$ cat src/rtl/spi_dma_pkg.sv
package spi_dma_pkg;
  typedef enum logic [1:0] {
    XFER_RX_CORE = 2'b00,
    XFER_TX_CORE = 2'b01,
    XFER_RX_DMA  = 2'b10,
    XFER_TX_DMA  = 2'b11
  } xfer_mode_e;

  localparam logic [1:0] ADDR_CTRL  = 2'd0;
  localparam logic [1:0] ADDR_TXREG = 2'd1;
  localparam logic [1:0] ADDR_CLEAR = 2'd2;
endpackage

$ cat src/rtl/spi_dma_fifo.sv
module spi_dma_fifo #(
  parameter int DW    = 16,
  parameter int DEPTH = 4
) (
  input  logic          clk,
  input  logic          rst_n,
  input  logic          flush,
  input  logic          push,
  input  logic [DW-1:0] wdata,
  input  logic          pop,
  output logic [DW-1:0] rdata,
  output logic          full,
  output logic          empty
);
  localparam int AW = (DEPTH > 1) ? $clog2(DEPTH) : 1;

  logic [DW-1:0] mem [DEPTH];
  logic [AW-1:0] wp, rp;
  logic [AW:0]   cnt;

  assign full  = (cnt == (AW+1)'(DEPTH));
  assign empty = (cnt == '0);
  assign rdata = mem[rp];

  always_ff @(posedge clk or negedge rst_n) begin
    if (!rst_n) begin
      wp <= '0; rp <= '0; cnt <= '0;
    end else if (flush) begin
      wp <= '0; rp <= '0; cnt <= '0;
    end else begin
      if (push) wp <= wp + 1'b1;
      if (pop)  rp <= rp + 1'b1;
      case ({push, pop})
        2'b10:   cnt <= cnt + 1'b1;
        2'b01:   cnt <= cnt - 1'b1;
        default: cnt <= cnt;
      endcase
    end
  end

  always_ff @(posedge clk) begin
    if (push && !flush) mem[wp] <= wdata;
  end


  no_overflow_chk: assert property (@(posedge clk) disable iff (!rst_n)
    (push && !flush) |-> !full);

  no_underflow_chk: assert property (@(posedge clk) disable iff (!rst_n)
    (pop && !flush) |-> !empty);
endmodule

$ cat src/rtl/spi_dma_shifter.sv
module spi_dma_shifter #(
  parameter int DW           = 16,
  parameter int CLK_DIV_LOG2 = 2
) (
  input  logic          clk,
  input  logic          rst_n,
  input  logic          start,
  input  logic [DW-1:0] tx_word,
  output logic          busy,
  output logic          done,
  output logic [DW-1:0] rx_word,
  output logic          sclk,
  output logic          mosi,
  input  logic          miso
);
  localparam int HALF = 2 ** (CLK_DIV_LOG2 - 1);
  localparam int CW   = (CLK_DIV_LOG2 > 1) ? CLK_DIV_LOG2 - 1 : 1;
  localparam int BW   = $clog2(DW);

  logic [CW-1:0] cnt;
  logic [BW-1:0] bitn;
  logic [DW-1:0] tx_sh, rx_sh;
  logic          tick;

  assign tick    = busy && (cnt == CW'(HALF - 1));
  assign done    = tick && sclk && (bitn == BW'(DW - 1));
  assign rx_word = rx_sh;
  assign mosi    = busy ? tx_sh[DW-1] : 1'b0;

  always_ff @(posedge clk or negedge rst_n) begin
    if (!rst_n) begin
      busy <= 1'b0; sclk <= 1'b0; cnt <= '0; bitn <= '0;
      tx_sh <= '0; rx_sh <= '0;
    end else if (start && (!busy || done)) begin
      busy  <= 1'b1;
      sclk  <= 1'b0;
      cnt   <= '0;
      bitn  <= '0;
      tx_sh <= tx_word;
    end else if (busy) begin
      if (tick) begin
        cnt <= '0;
        if (!sclk) begin
          sclk  <= 1'b1;
          rx_sh <= {rx_sh[DW-2:0], miso};
        end else begin
          sclk <= 1'b0;
          if (bitn == BW'(DW - 1)) begin
            busy <= 1'b0;
          end else begin
            bitn  <= bitn + 1'b1;
            tx_sh <= {tx_sh[DW-2:0], 1'b0};
          end
        end
      end else begin
        cnt <= cnt + 1'b1;
      end
    end
  end


  mosi_stable_chk: assert property (@(posedge clk) disable iff (!rst_n)
    (sclk && $past(sclk)) |-> $stable(mosi));

  sclk_idle_chk: assert property (@(posedge clk) disable iff (!rst_n)
    !busy |-> !sclk);
endmodule

$ cat src/rtl/spi_dma_master.sv
module spi_dma_master
  import spi_dma_pkg::*;
#(
  parameter int DW           = 16,
  parameter int FIFO_DEPTH   = 4,
  parameter int CLK_DIV_LOG2 = 2
) (
  input  logic          clk,
  input  logic          rst_n,
  input  logic          wr_en,
  input  logic [1:0]    wr_addr,
  input  logic [DW-1:0] wr_data,
  input  logic          rx_rd,
  output logic [DW-1:0] rx_data,
  output logic          rx_full,
  output logic          tx_empty,
  output logic          rx_overrun,
  output logic          busy,
  output logic          dma_req,
  output logic          err_irq,
  input  logic          dma_in_valid,
  output logic          dma_in_ready,
  input  logic [DW-1:0] dma_in_data,
  output logic          dma_out_valid,
  input  logic          dma_out_ready,
  output logic [DW-1:0] dma_out_data,
  output logic          sclk,
  output logic          mosi,
  input  logic          miso
);
  logic          en, send_zero, tx_full;
  xfer_mode_e    mode;
  logic [DW-1:0] tx_reg;
  logic          sh_done, start, can_start, ovf_set, clr_wr, core_rx;
  logic [DW-1:0] sh_rx, start_word, f_wdata, f_rdata;
  logic          f_push, f_pop, f_full, f_empty;

  assign clr_wr  = wr_en && (wr_addr == ADDR_CLEAR) && wr_data[0];
  assign core_rx = (mode == XFER_RX_CORE) || (mode == XFER_TX_CORE);

  always_comb begin
    case (mode)
      XFER_RX_CORE: can_start = !rx_full && !sh_done;
      XFER_TX_CORE: can_start = tx_full || sh_done;
      XFER_RX_DMA:  can_start = 1'b1;
      default:      can_start = !f_empty;
    endcase
    case (mode)
      XFER_TX_DMA:  start_word = f_rdata;
      XFER_TX_CORE: start_word = (!tx_full && send_zero) ? '0 : tx_reg;
      default:      start_word = tx_reg;
    endcase
  end

  assign start   = en && can_start && (!busy || sh_done);
  assign ovf_set = sh_done && (((mode == XFER_RX_DMA) && f_full) ||
                               (core_rx && rx_full && !rx_rd));

  always_ff @(posedge clk or negedge rst_n) begin
    if (!rst_n) begin
      en <= 1'b0; mode <= XFER_RX_CORE; send_zero <= 1'b0;
      tx_reg <= '0; tx_full <= 1'b0;
      rx_data <= '0; rx_full <= 1'b0; rx_overrun <= 1'b0;
    end else begin
      if (wr_en && (wr_addr == ADDR_CTRL)) begin
        en        <= wr_data[0];
        mode      <= xfer_mode_e'(wr_data[2:1]);
        send_zero <= wr_data[3];
      end
      if (wr_en && (wr_addr == ADDR_TXREG)) tx_reg <= wr_data;

      if (wr_en && (wr_addr == ADDR_TXREG))       tx_full <= 1'b1;
      else if (start && (mode == XFER_TX_CORE))   tx_full <= 1'b0;

      if (sh_done && core_rx) begin
        rx_data <= sh_rx;
        rx_full <= 1'b1;
      end else if (rx_rd) begin
        rx_full <= 1'b0;
      end

      if (ovf_set)     rx_overrun <= 1'b1;
      else if (clr_wr) rx_overrun <= 1'b0;
    end
  end

  assign tx_empty      = !tx_full;
  assign dma_in_ready  = en && (mode == XFER_TX_DMA) && !f_full;
  assign dma_out_valid = en && (mode == XFER_RX_DMA) && !f_empty;
  assign dma_out_data  = f_rdata;
  assign dma_req       = dma_in_ready || dma_out_valid;
  assign err_irq       = rx_overrun && en && (mode == XFER_RX_DMA);

  assign f_push  = (dma_in_valid && dma_in_ready) ||
                   (sh_done && en && (mode == XFER_RX_DMA) && !f_full);
  assign f_wdata = (mode == XFER_TX_DMA) ? dma_in_data : sh_rx;
  assign f_pop   = (start && (mode == XFER_TX_DMA)) ||
                   (dma_out_valid && dma_out_ready);

  spi_dma_fifo #(.DW(DW), .DEPTH(FIFO_DEPTH)) u_fifo (
    .clk(clk), .rst_n(rst_n), .flush(!en),
    .push(f_push), .wdata(f_wdata), .pop(f_pop), .rdata(f_rdata),
    .full(f_full), .empty(f_empty)
  );

  spi_dma_shifter #(.DW(DW), .CLK_DIV_LOG2(CLK_DIV_LOG2)) u_shift (
    .clk(clk), .rst_n(rst_n), .start(start), .tx_word(start_word),
    .busy(busy), .done(sh_done), .rx_word(sh_rx),
    .sclk(sclk), .mosi(mosi), .miso(miso)
  );


  ovf_sticky_chk: assert property (@(posedge clk) disable iff (!rst_n)
    (rx_overrun && !clr_wr) |=> rx_overrun);

  txdma_start_chk: assert property (@(posedge clk) disable iff (!rst_n)
    ($rose(busy) && (mode == XFER_TX_DMA)) |-> $past(!f_empty));

  rx_ignore_chk: assert property (@(posedge clk) disable iff (!rst_n)
    (sh_done && (mode == XFER_TX_DMA)) |=> ($stable(rx_data) && !$rose(rx_overrun)));

  out_hold_chk: assert property (@(posedge clk) disable iff (!rst_n)
    (dma_out_valid && !dma_out_ready) |=> (!dma_out_valid || $stable(dma_out_data)));
endmodule

$ cat config.mk
export PLATFORM = sky130hd
export DESIGN_NAME = spi_dma_master
export DESIGN_NICKNAME = d
export VERILOG_FILES = /design/src/rtl/spi_dma_pkg.sv /design/src/rtl/spi_dma_fifo.sv /design/src/rtl/spi_dma_shifter.sv /design/src/rtl/spi_dma_master.sv
export SDC_FILE = /design/constraint.sdc
export NUM_CORES = 1
export LEC_CHECK = 0
export ABC_AREA = 1
export BUFFER_PORTS_ARGS = -buffer_cell sky130_fd_sc_hd__buf_2
export CAP_MARGIN = 0
export CORE_AREA = 5 5 139 207
export DETAILED_ROUTE_END_ITERATION = 10
export DIE_AREA = 0 0 144 212
export HOLD_SLACK_MARGIN = 0.03
export SKIP_CTS_REPAIR_TIMING = 1
export SLEW_MARGIN = 20
export SYNTH_ARGS = -nofsm -noshare
export SYNTH_HDL_FRONTEND = slang
export SYNTH_SLANG_ARGS = --single-unit
$ cat constraint.sdc
create_clock -name clk -period 5 [get_ports clk]
set_clock_uncertainty 0.1 [all_clocks]
set_input_delay 1 -clock clk [delete_from_list [all_inputs] [get_ports clk]]
set_output_delay 1 -clock clk [all_outputs]
set_load 0.02 [all_outputs]
* Yosys cells after proc, flatten, opt, wreduce, memory -nomap -nowiden
Memory sizes are Yosys's and may differ from the RTL's.
Index checks and enable logic that the tools add are counted.
** Operators by class
- Bitwise gates (word level) :: 2
- $lt $le $gt $ge :: 0
- Mux-type cells :: 41
- Reductions and logical operators :: 57
- Div/mod/pow operators :: 0
- Multiply operators :: 0
- Equal/unequal tests :: 13
- Shifts and indexed selects :: 0
- Add/subtract/negate cells :: 6
** Operator list (count)
- two-way mux 16 bit :: 7
- case mux 16 bit (2 select lines) :: 1
- logical AND 1 bit :: 31
- two-way mux 1 bit :: 21
- two-way mux 4 bit :: 5
- nonzero test 2 bit :: 6
- equality test 2 bit, second input constant :: 4
- two-way mux 2 bit :: 4
- AND reduction 4 bit :: 2
- zero test 1 bit :: 7
- logical OR 1 bit :: 7
- equality test 2 x 1 -> 1 bit, second input constant :: 3
- != test 2 x 1 -> 1 bit, second input constant :: 3
- case mux 3 bit (2 select lines) :: 1
- adder 2 x 1 -> 2 bit, second input constant :: 2
- adder 4 x 1 -> 4 bit, second input constant :: 1
- equality test 4 bit, second input constant :: 1
- zero test 2 bit :: 2
- adder 3 x 1 -> 3 bit, second input constant :: 1
- equality test 3 bit, second input constant :: 1
- zero test 3 bit :: 1
- two-way mux 3 bit :: 1
- != test 3 x 1 -> 1 bit, second input constant :: 1
- case mux 1 bit (3 select lines) :: 1
- 4 further kinds :: 5
** Word-level totals
- Memories :: 1
- Logic and storage cells :: 137
- Input port bits :: 41
- Latch bits :: 0
- Output and inout bits :: 42
- Bits in read-only memories :: 0
- Flip-flop bits (word level) :: 85
- Memory bits (writable) :: 64
** Memories
- u_fifo.mem :: depth 4, bits a word 16, rd ports 1, clocked after memory_dff 0, wr ports 1, RTL line spi_dma_fifo.sv:17 : logic [DW-1:0] mem [DEPTH];

* Depth between registers and ports, before layout
- Depth in word-level cells :: 13
- Mapped depth :: 17
- Mapped depth without buffers :: 17

* Cells and area by module
Synthesis repeated with hierarchy kept, for this count alone.
** Unflattened totals
- Cells, all modules :: 719
- Area total of the unflattened synthesis :: 6772.7 um^2
** Modules (own cells, without submodules)
- spi_dma_fifo :: area each 2852.7 um^2, cells an instance 215, sequential area each 2097.0 um^2, instances 1
- spi_dma_master :: area each 2034.5 um^2, cells an instance 263, sequential area each 975.9 um^2, instances 1
- spi_dma_shifter :: area each 1885.6 um^2, cells an instance 241, sequential area each 975.9 um^2, instances 1

* Worst setup path before layout
No wires, ideal clock.
- Path kind :: input to register
- Start :: input port dma_in_valid
- End :: memory u_fifo.mem[0][0] (enable)
- Buffers on the path :: 0
- Setup slack :: 2.536 ns
- Arrival time :: 1.975 ns
- Setup time :: 0.389 ns
- Required time :: 4.511 ns
- Stages :: 4
- Cells stage by stage :: nand2_1 -> nand2_1 -> inv_1 -> nor2_1
** Between the ends
- Longest elaborated chain between the ends :: 5
** Ends and longest elaborated chain
- start, declared :: RTL line spi_dma_master.sv:21 : input logic dma_in_valid,
- logical AND 1 bit :: RTL line spi_dma_master.sv:94 : assign f_push = (dma_in_valid && dma_in_ready) ||
- logical OR 1 bit :: RTL line spi_dma_master.sv:94
- logical AND 1 bit :: RTL line spi_dma_fifo.sv:42 : if (push && !flush) mem[wp] <= wdata;
- two-way mux 1 bit :: RTL line spi_dma_fifo.sv:42
- two-way mux 1 bit (not written as such) :: RTL line spi_dma_fifo.sv:42
- end, declared :: RTL line spi_dma_fifo.sv:17
No other way between the ends.

* Worst setup path in the final report
- Start :: register u_fifo.rp[0]
- End :: output port dma_out_data[5]
** Between the ends
- Longest elaborated chain between the ends :: 1
** Ends and longest elaborated chain
- start, declared :: RTL line spi_dma_fifo.sv:18 : logic [AW-1:0] wp, rp;
- start signal, assigned :: RTL line spi_dma_fifo.sv:32 : if (pop) rp <= rp + 1'b1;
- memory read (4 x 16 bit)
- end, declared :: RTL line spi_dma_master.sv:26 : output logic [DW-1:0] dma_out_data,
No other way between the ends.

==> summary.txt <==
STA
  • Worst Tran Pin Value: between 1000 and 1500 ps
  • Slew HR: 33.1%
  • Setup violators final: 0
  • Final setup TNS: 0 ps
  • Period minus WS final: between 3000 and 4000 ps
  • Crit share post-route: a little under three quarters
  • Fmax: 0.281 GHz
  • Final hold slack: approximately 380 ps
  • Final Max Tran Viols: 0
  • Final hold vios: 0
  • RSZ-0062 raised after global routing: no

Clock network
  • CTS buffer count: 17
  • Clock-pin slew on the worst setup and hold paths: 60 ps
  • CTS root buf: clkbuf_16
  • TritonCTS clock tree: done
  • Worst-case clock buffer depth: 2
  • Clock sink total: roughly 150
  • Worst skew pair latency: 420 ps
  • H-tree levels: 4

Synth
  • Yosys top cell area share: roughly 32%
  • Yosys reg bits: between 100 and 150
  • Fraction of registers with async set/reset: about 57%
  • Number of synthesized flops with an enable pin: between 60 and 70
  • Syn Nets: 731
  • Top-count cell post-synth: nand2_1
  • Synth warnings: 0
  • Post-Syn Area: 6570 µm²
  • Mapped Avg Cell Area: between 9 and 10 µm²
  • Synth unique cells: 37
  • Seq/Total Area, Yosys: slightly above 60%
  • Dominant cell type by area after synthesis: dfrtp_1
  • Largest cells by area after synthesis: dfrtp_1 (32%), edfxtp_1 (29%), nand2_1 (8.1%)
  • Top FF cell, synth: dfrtp_1
  • Mapped Cells: about 700
  • Commonest cells post-synth: nand2_1 (142), o21ai_0 (92), dfrtp_1 (85)

Global route
  • Global Route Usage Sum: between 10% and 20%
  • Vias in the first global route: roughly 5000
  • Largest net degree at the start of global routing: slightly above 50
  • GR peak layer: met2
  • Met1 usage: between 10% and 20%
  • Met2 GRT Util: roughly a fifth
  • Global route overflow: 0
  • First-pass GRT wire length: around 26000 µm
  • Met3 usage: under 10%
  • Initial antenna violation count: 0

Worst hold path
  • Worst Hold Class: flip-flop to flip-flop

Place
  • GP Congestion: about 0.8
  • PortBufs: 82
  • Detailed Place HPWL: around 12000 µm

Power
  • Max VDD drop: about 0.3 mV
  • Clock power share: between 30% and 40%
  • Internal: 2.58 mW
  • Logic pwr share: 19.8%
  • Static Leak: ~3.4 nW
  • NetSw: 1.13 mW
  • Pwr Density: 470 nW/µm²
  • Net Sw Frac: between 30% and 40%
  • Sequential share of power: approximately 44%

Setup path
  • Worst setup path category: flip-flop to primary output
  • WP data arrival: 2450 ps
  • Worst Setup End Kind: primary output
  • Maximum fanout along the worst path: 36
  • R2R setup slack: a little under 2000 ps
  • WP data required: around 3900 ps
  • Startpoint types: flip-flop

Route
  • WL final: between 15000 and 20000 µm
  • DR vias/cell: between 4 and 5
  • DRT Pass-1 Iters: 4
  • Initial DRC Count: roughly 240
  • WL/cell: 14.8 µm
  • Drc violations: 0
  • Vias: ~5000
  • ANT nets after route: 0

Layout
  • Final nets: 800
  • Fillers: approximately 2800
  • P&R area growth vs syn: 20.2%
  • Largest register FFs: 64
  • # diodes: 0
  • Share of cells above drive strength 1: a little under a fifth
  • Largest register by flop count: u_fifo.mem

Floorplan
  • Row cnt: between 70 and 80
  • Initial core utilization: about a quarter
  • Io pins: 83
  • DIE AREA: a little over 30000 µm²
  • Core ar.: ~27000 µm²
  • Die height: between 200 and 250 µm
  • Die Wd: 144 µm

Flow run
  • # Max-Cap Violations: 0

Outcome
  • Outcome: complete, no violations
[kinds of logic (layout without fill, tap and decap cells)]
kind of cell | count (synthesis) | after routing | share of synthesized area [%]
buf+inv | 99 | 181 | 6.51
simple gates | 274 | 274 | 17.4
flops | 149 | 149 | 61.6
xor+xnor | 2 | 2 | 0.267
compound gates | 153 | 153 | 12.8
fa+ha+maj | 6 | 6 | 1.26
mux | 1 | 1 | 0.171
[per-layer routing]
metal,wire length [µm],vias up
met5,0,-
met1,6730,2405
met4,381,0
met2,8530,119
met3,749,24
li1,-,2433
[power groups by stage]
stage	Sequential (mW)	Combinational [mW]	Clock, mW
after floorplan	1.61	0.569	0
after global placement	1.64	0.734	0
after detailed placement	1.64	0.749	0
after CTS	1.62	0.748	1.39
after global routing	1.64	0.845	1.44
final	1.62	0.733	1.36
[layout make-up]
type,instances,area (µm²),share of cell area [%]
Clock inverter,14,199,2.52
Multi-Input combinational cell,436,2110,26.7
Timing Repair Buffer,87,450,5.70
Sequential cell,149,4050,51.3
Clock buffer,18,429,5.43
Inverter,62,235,2.98
Tap cell,342,428,5.42
[worst paths after layout]
path	cells past startpoint	endpoint	startpoint
worst max-delay path	5	dma_out_data[5]	u_fifo.rp[0]
worst min-delay path	2	u_shift.rx_word[7]	u_shift.rx_word[6]
worst max register to register	16	u_fifo.cnt[2]	mode[0]
worst min register to register	2	u_shift.rx_word[7]	u_shift.rx_word[6]
max in group asynchronous	2	tx_reg[10]	rst_n
min in group asynchronous	1	rx_overrun	rst_n
[cells in the final DEF (no fill, tap or decap), types with 12 or more instances in the layout]
| cell type | synthesis | routed |
|---|---|---|
| inv_1 | 60 | 60 |
| o21ai_0 | 92 | 92 |
| o211ai_1 | 12 | 12 |
| o22ai_1 | 16 | 16 |
| nor2_1 | 76 | 71 |
| a21oi_1 | 14 | 14 |
| edfxtp_1 | 64 | 64 |
| buf_2 | 6 | 81 |
| a31oi_1 | 16 | 16 |
| nand3_1 | 34 | 34 |
| dfrtp_1 | 85 | 85 |
| nand2_1 | 142 | 142 |
| clkbuf_16 | 0 | 17 |
[worst max-delay path: stages (launching register included)]
cell     delay (ps)
dfrtp_1         360
buf_4           240
inv_1           690
o21ai_0         180
o22ai_1         310
buf_2           240
[metrics by stage]
step / total power [mW] / cells / setup slack [ps] / util, % / instance area [µm²]
after floorplan: 2.18 / 684 / 2540 / - / 6570
after global placement: 2.37 / 1076 / 1920 / 27.0 / 7270
after detailed placement: 2.39 / 1076 / 1860 / 27.0 / 7270
after CTS: 3.76 / 1108 / 1400 / 29.3 / 7900
after global routing: 3.93 / 1108 / 1200 / 29.3 / 7900
final: 3.71 / 1108 / 1450 / 29.3 / 7900
Note: power is estimated with default switching activity, not from simulation.
